$ cat src/rtl/sdt_pkg.sv
`timescale 1ns/1ps
package sdt_pkg;
    localparam int PRE_W  = 8;
    localparam int RATE_W = $clog2(PRE_W);

    typedef enum logic [1:0] {
        ST_RUN   = 2'd0,
        ST_SKIP2 = 2'd1,
        ST_SKIP1 = 2'd2
    } hold_st_t;

    typedef struct packed {
        logic              src_ext;
        logic              edge_fall;
        logic              pre_to_wd;
        logic [RATE_W-1:0] rate;
    } opt_t;

    localparam int OPT_W = $bits(opt_t);
endpackage

$ cat src/rtl/sdt_edge_sync.sv
`timescale 1ns/1ps
module sdt_edge_sync #(
    parameter int SYNC_STAGES = 2
) (
    input  logic clk,
    input  logic rst_n,
    input  logic pin_i,
    input  logic fall_sel_i,
    output logic evt_o
);
    logic [SYNC_STAGES-1:0] sh;
    logic                   prev;
    logic                   s;

    assign s = sh[SYNC_STAGES-1];

    always_ff @(posedge clk) begin
        if (!rst_n) begin
            sh   <= '0;
            prev <= 1'b0;
        end else begin
            sh   <= {sh[SYNC_STAGES-2:0], pin_i};
            prev <= s;
        end
    end

    always_comb begin
        if (fall_sel_i) evt_o = prev & ~s;
        else            evt_o = s & ~prev;
    end


    sync_rise_lat_chk: assert property (@(posedge clk) disable iff (!rst_n)
        (evt_o && !fall_sel_i) |-> $past(pin_i, SYNC_STAGES));
endmodule

$ cat src/rtl/sdt_prescaler.sv
`timescale 1ns/1ps
module sdt_prescaler import sdt_pkg::*; (
    input  logic              clk,
    input  logic              rst_n,
    input  logic              clr_i,
    input  logic              tick_i,
    input  logic [RATE_W-1:0] rate_i,
    input  logic              to_wd_i,
    output logic              out_o
);
    logic [PRE_W-1:0]  pre;
    logic [RATE_W:0]   wsel;
    logic [PRE_W-1:0]  need_m;

    always_comb begin
        wsel   = to_wd_i ? {1'b0, rate_i} : ({1'b0, rate_i} + 1'b1);
        need_m = ~({PRE_W{1'b1}} << wsel);
        out_o  = tick_i & ((pre & need_m) == need_m);
    end

    always_ff @(posedge clk) begin
        if (!rst_n)      pre <= '0;
        else if (clr_i)  pre <= '0;
        else if (tick_i) pre <= pre + 1'b1;
    end


    first_tick_chk: assert property (@(posedge clk) disable iff (!rst_n)
        (!to_wd_i && $past(clr_i)) |-> !out_o);
endmodule

$ cat src/rtl/sdt_wr_hold.sv
`timescale 1ns/1ps
module sdt_wr_hold import sdt_pkg::*; (
    input  logic clk,
    input  logic rst_n,
    input  logic wr_i,
    input  logic cyc_i,
    output logic block_o
);
    hold_st_t st, st_nx;

    always_comb begin
        st_nx = st;
        unique case (st)
            ST_RUN:   st_nx = ST_RUN;
            ST_SKIP2: if (cyc_i) st_nx = ST_SKIP1;
            ST_SKIP1: if (cyc_i) st_nx = ST_RUN;
            default:  st_nx = ST_RUN;
        endcase
        if (wr_i) st_nx = ST_SKIP2;
    end

    always_ff @(posedge clk) begin
        if (!rst_n) st <= ST_RUN;
        else        st <= st_nx;
    end

    always_comb begin
        block_o = (st != ST_RUN);
    end


    hold_entry_chk: assert property (@(posedge clk) disable iff (!rst_n)
        wr_i |=> block_o);

    hold_exit_chk: assert property (@(posedge clk) disable iff (!rst_n)
        (st == ST_SKIP1 && cyc_i && !wr_i) |=> !block_o);
endmodule

$ cat src/rtl/shared_div_timer.sv
`timescale 1ns/1ps
module shared_div_timer import sdt_pkg::*; #(
    parameter int CNT_W       = 8,
    parameter int SYNC_STAGES = 2
) (
    input  logic             clk,
    input  logic             rst_n,
    input  logic             cyc_en,
    input  logic             cnt_wr,
    input  logic             opt_wr,
    input  logic [CNT_W-1:0] wr_data,
    output logic [CNT_W-1:0] cnt_q,
    output logic [OPT_W-1:0] opt_q,
    input  logic             ext_pin,
    input  logic             wd_src,
    output logic             wd_tick,
    input  logic             flag_clr,
    input  logic             irq_en,
    output logic             ovf_flag,
    output logic             irq
);
    opt_t             opt_r;
    logic [CNT_W-1:0] cnt_r;
    logic             flag_r;
    logic             ext_evt, src_tick, pre_in, pre_out, pre_clr;
    logic             tmr_tick, blk, tmr_inc, wrap;

    sdt_edge_sync #(.SYNC_STAGES(SYNC_STAGES)) u_sync (
        .clk        (clk),
        .rst_n      (rst_n),
        .pin_i      (ext_pin),
        .fall_sel_i (opt_r.edge_fall),
        .evt_o      (ext_evt)
    );

    always_comb begin
        src_tick = opt_r.src_ext ? ext_evt : cyc_en;
        pre_in   = opt_r.pre_to_wd ? wd_src : src_tick;
        pre_clr  = cnt_wr & ~opt_r.pre_to_wd;
    end

    sdt_prescaler u_pre (
        .clk     (clk),
        .rst_n   (rst_n),
        .clr_i   (pre_clr),
        .tick_i  (pre_in),
        .rate_i  (opt_r.rate),
        .to_wd_i (opt_r.pre_to_wd),
        .out_o   (pre_out)
    );

    sdt_wr_hold u_hold (
        .clk     (clk),
        .rst_n   (rst_n),
        .wr_i    (cnt_wr),
        .cyc_i   (cyc_en),
        .block_o (blk)
    );

    always_comb begin
        tmr_tick = opt_r.pre_to_wd ? src_tick : pre_out;
        wd_tick  = opt_r.pre_to_wd ? pre_out : wd_src;
        tmr_inc  = tmr_tick & ~blk;
        wrap     = tmr_inc & (&cnt_r) & ~cnt_wr;
    end

    always_ff @(posedge clk) begin
        if (!rst_n) begin
            cnt_r  <= '0;
            opt_r  <= opt_t'({OPT_W{1'b1}});
            flag_r <= 1'b0;
        end else begin
            if (cnt_wr)       cnt_r <= wr_data;
            else if (tmr_inc) cnt_r <= cnt_r + 1'b1;
            if (opt_wr)       opt_r <= opt_t'(wr_data[OPT_W-1:0]);
            if (wrap)          flag_r <= 1'b1;
            else if (flag_clr) flag_r <= 1'b0;
        end
    end

    always_comb begin
        cnt_q    = cnt_r;
        opt_q    = opt_r;
        ovf_flag = flag_r;
        irq      = flag_r & irq_en;
    end


    flag_sticky_chk: assert property (@(posedge clk) disable iff (!rst_n)
        (ovf_flag && !flag_clr) |=> ovf_flag);

    wrap_set_chk: assert property (@(posedge clk) disable iff (!rst_n)
        (tmr_inc && (&cnt_q) && !cnt_wr) |=> (cnt_q == '0 && ovf_flag));

    blocked_stable_chk: assert property (@(posedge clk) disable iff (!rst_n)
        (blk && !cnt_wr) |=> $stable(cnt_q));

    irq_mask_chk: assert property (@(posedge clk) disable iff (!rst_n)
        !irq_en |-> !irq);
endmodule

$ cat config.mk
export PLATFORM = sky130hd
export DESIGN_NAME = shared_div_timer
export DESIGN_NICKNAME = d
export VERILOG_FILES = /design/src/rtl/sdt_pkg.sv /design/src/rtl/sdt_edge_sync.sv /design/src/rtl/sdt_prescaler.sv /design/src/rtl/sdt_wr_hold.sv /design/src/rtl/shared_div_timer.sv
export SDC_FILE = /design/constraint.sdc
export NUM_CORES = 1
export LEC_CHECK = 0
export BUFFER_PORTS_ARGS = -buffer_cell sky130_fd_sc_hd__buf_4
export CORE_MARGIN = 2
export CORE_UTILIZATION = 50
export CTS_CLUSTER_DIAMETER = 80
export CTS_CLUSTER_SIZE = 10
export DETAILED_ROUTE_END_ITERATION = 8
export GPL_ROUTABILITY_DRIVEN = 0
export GPL_TIMING_DRIVEN = 0
export PLACE_DENSITY = 0.75
export SLEW_MARGIN = 20
export SYNTH_ARGS = -nofsm -noshare
export SYNTH_HDL_FRONTEND = slang
export SYNTH_SLANG_ARGS = --single-unit
export TNS_END_PERCENT = 20
$ cat constraint.sdc
create_clock -name clk -period 2.8 [get_ports clk]
set_input_delay 0.56 -clock clk [delete_from_list [all_inputs] [get_ports clk]]
set_output_delay 0.56 -clock clk [all_outputs]
set_load 0.05 [all_outputs]
-- Word level (Yosys, flattened, before mapping)
Cells that the tools add are included.
- register bits: 28
- input port bits: 17
- output and inout bits: 17
- logic and storage cells: 60
- $add $sub $neg: 3
- equality and inequality tests: 7
- shift-type cells: 1
- mux-type cells: 14
- bitwise gates (word level): 16
- reductions and logical operators: 8
- operator list (kind ; number):
    $add A8 B1 Y8 const B ; 2
    $mux W8 ; 2
    $and A1 B1 Y1 ; 8
    $and A8 B8 Y8 ; 1
    $eq A8 B8 Y1 ; 1
    $mux W1 ; 8
    $not A8 Y8 ; 1
    $reduce_and A8 Y1 ; 1
    $shl A8 B4 Y8 const A ; 1
    $ne A3 B3 Y1 const B ; 2
    $not A1 Y1 ; 6
    $reduce_bool A2 Y1 ; 3
    $add A3 B1 Y4 const B ; 1
    $mux W2 ; 2
    $mux W4 ; 1
    $ne A2 B2 Y1 const B ; 2
    $pmux W2 S2 ; 1
    $reduce_and A2 Y1 ; 2
    $reduce_or A2 Y1 ; 2
    $eq A2 B1 Y1 const B ; 1
    $eq A2 B2 Y1 const B ; 1

-- Logic depth before layout (Yosys ltp)
Gate-level depths: netlist (run 1).
- depth after elaboration: 12
- depth in mapped cells: 9
- depth with buffers taken out: 8

-- Modules after synthesis
From an unflattened synthesis (run 1), not the netlist that was laid out.
- cell total of the unflattened synthesis: 166
- area, all modules: 1545.2 um^2
- by module, submodules not included (module ; instances ; cells an instance ; area an instance (um^2) ; sequential area each (um^2)):
    shared_div_timer ; 1 ; 83 ; 782.0 ; 300.3
    sdt_prescaler ; 1 ; 65 ; 573.0 ; 160.2
    sdt_edge_sync ; 1 ; 9 ; 101.3 ; 60.1
    sdt_wr_hold ; 1 ; 9 ; 88.8 ; 40.0

-- Worst setup path before layout (run 1)
No wires, ideal clock.
- kind: register to output
- from: register opt_r (netlist bit opt_q[0])
- to: output port wd_tick
- arrival: 2936 ps
- data required time: 2240 ps
- slack: -696 ps
- stages on the path, launching flop included: 7
- path buffers: 0
- cell sequence: dfxtp_1 -> ha_1 -> a22o_1 -> a221o_1 -> a21oi_1 -> o21ai_0 -> a21boi_0
- word-level cells in the longest chain between the ends: 8
- ends and longest elaborated chain (what ; RTL line ; text):
    start: declaration ; shared_div_timer.sv:22 ; opt_t opt_r;
    start signal: assignment ; shared_div_timer.sv:70 ; opt_r <= opt_t'({OPT_W{1'b1}});
    start signal: assignment ; shared_div_timer.sv:75 ; if (opt_wr) opt_r <= opt_t'(wr_data[OPT_W-1:0]);
    $add A3 B1 Y4 ; sdt_prescaler.sv:16 ; wsel = to_wd_i ? {1'b0, rate_i} : ({1'b0, rate_i} + 1'b1);
    $mux W4 * ; sdt_prescaler.sv:16 ;
    $shl A8 B4 Y8 * ; sdt_prescaler.sv:17 ; need_m = ~({PRE_W{1'b1}} << wsel);
    $not A8 Y8 * ; sdt_prescaler.sv:17 ;
    $and A8 B8 Y8 ; sdt_prescaler.sv:18 ; out_o = tick_i & ((pre & need_m) == need_m);
    $eq A8 B8 Y1 * ; sdt_prescaler.sv:18 ;
    $and A1 B1 Y1 * ; sdt_prescaler.sv:18 ;
    $mux W1 * ; shared_div_timer.sv:62 ; wd_tick = opt_r.pre_to_wd ? pre_out : wd_src;
    end: declaration ; shared_div_timer.sv:16 ; output logic wd_tick,
Mark *: on every way between the ends. The rest lies on a longest branch, timed or not.

-- Final worst setup path (run 1)
- from: register opt_r (netlist bit opt_q[1])
- to: output port wd_tick
Same word-level chain as after synthesis.

==> results of run 1 <==
## stage by stage
| step | util, % | instance area (um^2) | worst slack (ps) | std cells |
|---|---|---|---|---|
| after floorplan | - | 1430 | 57.8 | 170 |
| after global placement | 62.9 | 1700 | 382 | 233 |
| after detailed placement | 62.9 | 1700 | 286 | 233 |
| after CTS | 65.0 | 1760 | 4.49 | 237 |
| after global routing | 66.1 | 1790 | 19.8 | 239 |
| final | 66.1 | 1790 | 102 | 239 |
## placed cells by master, fill, tap and decap left out, drive strengths merged, types with 6 or more instances in the layout
cell type	count
clkbuf	7
xor2	6
nand2	18
buf	38
a31oi	8
or3	6
nor2	13
o21ai	18
dfxtp	28
## per-layer routing
metal / vias to the layer above / track usage (%) / share of wire (%)
met2: 45 / 36.3 / 48
met3: 4 / 3.17 / 5.6
met5: - / 0 / 0
met1: 633 / 27.6 / 45
li1: 685 / - / -
met4: 0 / 6.98 / 0.96
## registers in the layout, indices dropped and copies added, names as in the netlist
| signal | flops |
|---|---|
| cnt_q | 8 |
| u_pre.pre | 8 |
| u_sync.sh | 2 |
| ovf_flag | 1 |
| u_sync.prev | 1 |
| opt_q | 6 |
| u_hold.st | 2 |
## repair_timing
action,in CTS,in global routing
setup endpoints to repair,1,1
resized for setup,3,2
buffers inserted,0,2
gates cloned,0,0
pin swaps,0,0
## layout make-up
class	count	area share, %
clock inverter	1	1.68
clock buffer	3	1.26
inverter	6	1.26
multi-input combinational	128	45.4
timing repair buffer	34	14.5
buffer	8	2.23
sequential	28	31.6
tap	31	2.16
## final timing paths
path | start | end | slack (ps) | depth (start not counted)
worst min register to register | u_sync.sh[0]$_SDFF_PN0_ | u_sync.sh[1]$_SDFF_PN0_ | 460 | 1
worst max register to register | opt_q[1]$_SDFFE_PN1P_ | cnt_q[6]$_SDFFE_PN0P_ | 440 | 8
worst max-delay path | opt_q[1]$_SDFFE_PN1P_ | wd_tick | 100 | 7
worst min-delay path | ext_pin | u_sync.sh[0]$_SDFF_PN0_ | 420 | 2
## power by group through the flow
stage	Combinational (W)	Sequential (W)	Clock, W
floorplan	0.0000901	0.000488	0
global placement	0.000186	0.000450	0
detailed placement	0.000191	0.000451	0
CTS	0.000193	0.000443	0.000274
global route	0.000216	0.000447	0.000287
finish	0.000200	0.000443	0.000268
## cells by family after synthesis
family	after synthesis	share of synthesized area, %
AND/OR/NAND/NOR	62	21.9
AO/OA/AOI/OAI	47	20.6
multiplexers	7	5.14
flip-flops	28	39.7
adder cells (fa/ha/maj)	3	2.66
XOR/XNOR	9	5.58
buffers and inverters	14	4.43
## worst max-delay path, cell delays in order (launching register included)
cell and delay, ps:
dfxtp_2 430, ha_4 230, a22o_1 230, a221o_1 320, a21oi_1 160, o21ai_1 120, a21boi_4 150, buf_6 170
==> out/qor.txt, run 1 <==
Switching Fraction -> 29.4%
area grow syn2layout -> 26.8%
synthesis-stage register bit count -> 28
fmax -> 0.371 GHz
Die Y -> 57.2 um
most numerous cell in the Yosys netlist -> dfxtp_1
max-slew violation count -> 0
root buffer cell -> clkbuf_4
vias per cell -> 5.72
final setup fails -> 0
Slew @ Worst Pin -> 560 ps
grt total ovfl -> 0
synthesized area -> 1410 um^2
Int Power -> 0.000643 W
status -> finished clean
Worst Path Max Fanout -> 6
clock insertion delay at the later pin of the skew report -> 330 ps
most common flop cell mapped by yosys -> dfxtp_1
final WL -> 3.35 mm
Initial Utilization -> 52.1%
Worst Clk Skew -> 1.88 ps
Power, Total -> 0.000911 W
clk slew on worst S/H paths -> 150 ps
post-layout net count -> 229
Worst EP required -> 2240 ps
wire length of the first global-routing pass -> 5.58 mm
Num CTS Buffers -> 3
via count -> 1367
Starting DRT DRC Count -> 31
Avg Cell Area, Syn -> 8.31 um^2
Max IR drop VDD -> 339 uV
DRC viols -> 0
n_diodes -> 0
average routed wire per standard cell -> 14.0 um
Fillers -> 258
ys async rst share -> 0%
Detail Placement HPWL -> 2.47 mm
area leader, netlist -> dfxtp_1
CTS sink cnt -> 28
number of port buffers -> 32
Die ar. -> 3270 um^2
synth top area cells -> dfxtp_1, o21ai_0, nand2_1
Min Hold Slack -> 420 ps
Yosys top cell area share -> 39.7%
post-synth net total -> 190
PwrDens -> 509 nW/um^2
Data arrival, critical path -> 2140 ps
commonest cells in the netlist -> dfxtp_1, nand2_1, o21ai_0, nor2_1, a31oi_1
share of cells above drive strength 1 -> 25.0%
sw power -> 0.000268 W
crit path capture type -> output pin
unrepaired setup endpoints after global routing -> no
CTS Buffer Depth -> 2
Setup CP Type -> flop to output pin
fin crit period -> 2700 ps
vias in the first global route -> 1312
slew margin rel. -> 62.4%
# rows -> 19
H-tree depth -> 1
Setup crit start kind -> flop
register area share after synthesis -> 39.7%
CTS tree -> yes
Unique masters post-synth -> 42
Synth Instances -> 170
setup TNS -> 0 ps
initial antenna violation count -> 0
FF/Latch Area -> 566 um^2
DRT Pass-1 Iters -> 4
largest net degree at the start of global routing -> 17
Leak Pwr -> 0.724 nW
multi-input logic area -> 813 um^2
max_cap viols -> 0
Yosys Warn Count -> 0
sequential share of power -> 48.6%
chip width -> 57.2 um
Hold Crit Class -> input pin to flop
I/O pins -> 34
GRT Util Overall -> 21.3%
number of flops mapped to enable cells by yosys -> 0
crit share post-route -> 96.4%
clock network fraction of design power -> 29.5%
antenna viol nets, final -> 0
Hold Buf Count CTS -> 0
combinational power share -> 21.9%
Core Region -> 2710 um^2
final-report hold violation count -> 0
No activity file was read; power rests on OpenSTA's default activity.
==> run 2: changes to the inputs <==
--- a/config.mk
+++ b/config.mk
@@ -14,6 +14,7 @@
 export GPL_ROUTABILITY_DRIVEN = 0
 export GPL_TIMING_DRIVEN = 0
 export PLACE_DENSITY = 0.75
+export RECOVER_POWER = 25
 export SLEW_MARGIN = 20
 export SYNTH_ARGS = -nofsm -noshare
 export SYNTH_HDL_FRONTEND = slang
==> run 2 against run 1 <==
  * First-iteration DRC count is the same
  * Non-clock buffer count did not move
  * Setup slack got worse by 4.5 ps
  * Wire length grew 0.72%
  * Critical path depth did not move
  * Critical endpoint unchanged
==> out/qor.txt, run 2 (synthesized netlist as in run 1, its figures left out) <==
DRT Pass-1 Iters -> 4 (unchanged)
Die ar. -> 3270 um^2 (unchanged)
Data arrival, critical path -> 2140 ps (about the same)
Hold Crit Class -> input pin to flop
commonest cells after routing, fill and taps aside -> buf_4, dfxtp_1, nand2_1
CTS tree -> yes
PwrDens -> 511 nW/um^2 (+0.42%)
DRC viols -> 0 (unchanged)
share of cells above drive strength 1 -> 24.0% (-0.96 points)
final WL -> 3.37 mm (+0.72%)
fin crit period -> 2700 ps (+4.51 ps)
Leak Pwr -> 0.715 nW (-1.3%)
clock insertion delay at the later pin of the skew report -> 330 ps (about the same)
sequential share of power -> 48.6% (about the same)
root buffer cell -> clkbuf_4
crit path capture type -> output pin
Cell Area, Placed -> 1700 um^2 (unchanged)
clock network fraction of design power -> 29.6% (about the same)
CTS Buffer Depth -> 2 (unchanged)
antenna viol nets, final -> 0 (unchanged)
number of port buffers -> 32 (unchanged)
Min Hold Slack -> 420 ps (+0.0470 ps)
setup TNS -> 0 ps (unchanged)
final setup fails -> 0 (unchanged)
CTS sink cnt -> 28 (unchanged)
via count -> 1375 (+0.59%)
Setup CP Type -> flop to output pin
FF/Latch Area -> 566 um^2 (unchanged)
GRT Util Overall -> 21.3% (unchanged)
vias per cell -> 5.75 (+0.59%)
n_diodes -> 0 (unchanged)
# rows -> 19 (unchanged)
Setup crit start kind -> flop
sw power -> 0.000269 W (+0.48%)
Starting DRT DRC Count -> 31 (unchanged)
Worst EP required -> 2240 ps (about the same)
final-report hold violation count -> 0 (unchanged)
I/O pins -> 34 (unchanged)
Detail Placement HPWL -> 2.47 mm (unchanged)
largest net degree at the start of global routing -> 17 (unchanged)
Switching Fraction -> 29.5% (+0.14 points)
slew margin rel. -> 62.0% (-0.42 points)
fmax -> 0.370 GHz (-0.17%)
Worst Clk Skew -> 2.55 ps (+0.666 ps)
clk slew on worst S/H paths -> 150 ps (about the same)
design area -> 1780 um^2 (-0.42%)
crit share post-route -> 96.5% (+0.16 points)
Slew @ Worst Pin -> 566 ps (+6.27 ps)
status -> finished clean
Int Power -> 0.000642 W (-0.20%)
initial antenna violation count -> 0 (unchanged)
vias in the first global route -> 1312 (unchanged)
post-layout net count -> 229 (unchanged)
multi-input logic area -> 813 um^2 (unchanged)
Fillers -> 262 (+1.6%)
average routed wire per standard cell -> 14.1 um (+0.72%)
max-slew violation count -> 0 (unchanged)
H-tree depth -> 1 (unchanged)
Die Y -> 57.2 um (unchanged)
wire length of the first global-routing pass -> 5.58 mm (unchanged)
Hold Buf Count CTS -> 0 (unchanged)
chip width -> 57.2 um (unchanged)
combinational power share -> 21.8% (about the same)
Initial Utilization -> 52.1% (unchanged)
Num CTS Buffers -> 3 (unchanged)
Max IR drop VDD -> 339 uV (about the same)
unrepaired setup endpoints after global routing -> no
grt total ovfl -> 0 (unchanged)
max_cap viols -> 0 (unchanged)
area grow syn2layout -> 26.3%
Core Region -> 2710 um^2 (unchanged)
Worst Path Max Fanout -> 6 (unchanged)
commonest non-fill, non-tap cell in the layout -> buf_4
[run 2: changes by cell type in the layout (fill, tap and decap cells not counted)]
cell      before  now
buf_4         35   33
and2_0         0    2
and2_1         4    2
clkbuf_1       4    6
[run 2: final cells by class]
class / instances / area share (%)
multi-input combinational: 128 / 45.6
sequential: 28 / 31.7
timing repair buffer: 34 / 14.1
buffer: 8 / 2.24
tap: 31 / 2.17
clock inverter: 1 / 1.68
clock buffer: 3 / 1.26
inverter: 6 / 1.26
[run 2: routing by layer]
metal	GRT usage, %	up-vias	wire [um]
li1	-	685	-
met2	36.3	42	1630
met3	3.17	4	165
met5	0	-	0
met4	6.98	0	32
met1	27.6	644	1540
[run 2: timing repair]
| item | 4_1_cts | 5_1_grt |
|---|---|---|
| buffers inserted | 0 | 2 |
| resized for setup | 3 | 2 |
| pin swaps | 0 | 0 |
| setup endpoints to repair | 1 | 1 |
[run 2: through the flow]
step | power [W] | utilization [%] | setup WS (ps) | cells
final | 0.000911 | 65.8 | 97.6 | 239
after CTS | 0.000910 | 65.0 | 4.49 | 237
after global placement | 0.000635 | 62.9 | 382 | 233
after detailed placement | 0.000642 | 62.9 | 286 | 233
after global routing | 0.000949 | 65.8 | 19.8 | 239
after floorplan | 0.000578 | - | 57.8 | 170
[run 2: path summary, 6_finish.rpt]
check                     startpoint                      end  slack [ps]  cells past startpoint
min reg2reg  u_sync.sh[0]$_SDFF_PN0_  u_sync.sh[1]$_SDFF_PN0_         470                      1
max reg2reg    opt_q[1]$_SDFFE_PN1P_    cnt_q[6]$_SDFFE_PN0P_         430                      8
min                          ext_pin  u_sync.sh[0]$_SDFF_PN0_         420                      2
max            opt_q[1]$_SDFFE_PN1P_                  wd_tick         100                      7
[run 2: worst max-delay path, cell delays in order, from the launching register on]
cell and delay [ps]:
dfxtp_2 430, ha_4 230, a22o_1 230, a221o_1 320, a21oi_1 160, o21ai_1 120
a21boi_4 150, buf_6 170
[run 2: power by group through the flow]
stage | sequential (W) | combinational [W] | clock, W
floorplan | 0.000488 | 0.0000901 | 0
global placement | 0.000450 | 0.000186 | 0
detailed placement | 0.000451 | 0.000191 | 0
CTS | 0.000443 | 0.000193 | 0.000274
global route | 0.000447 | 0.000215 | 0.000287
finish | 0.000443 | 0.000199 | 0.000270
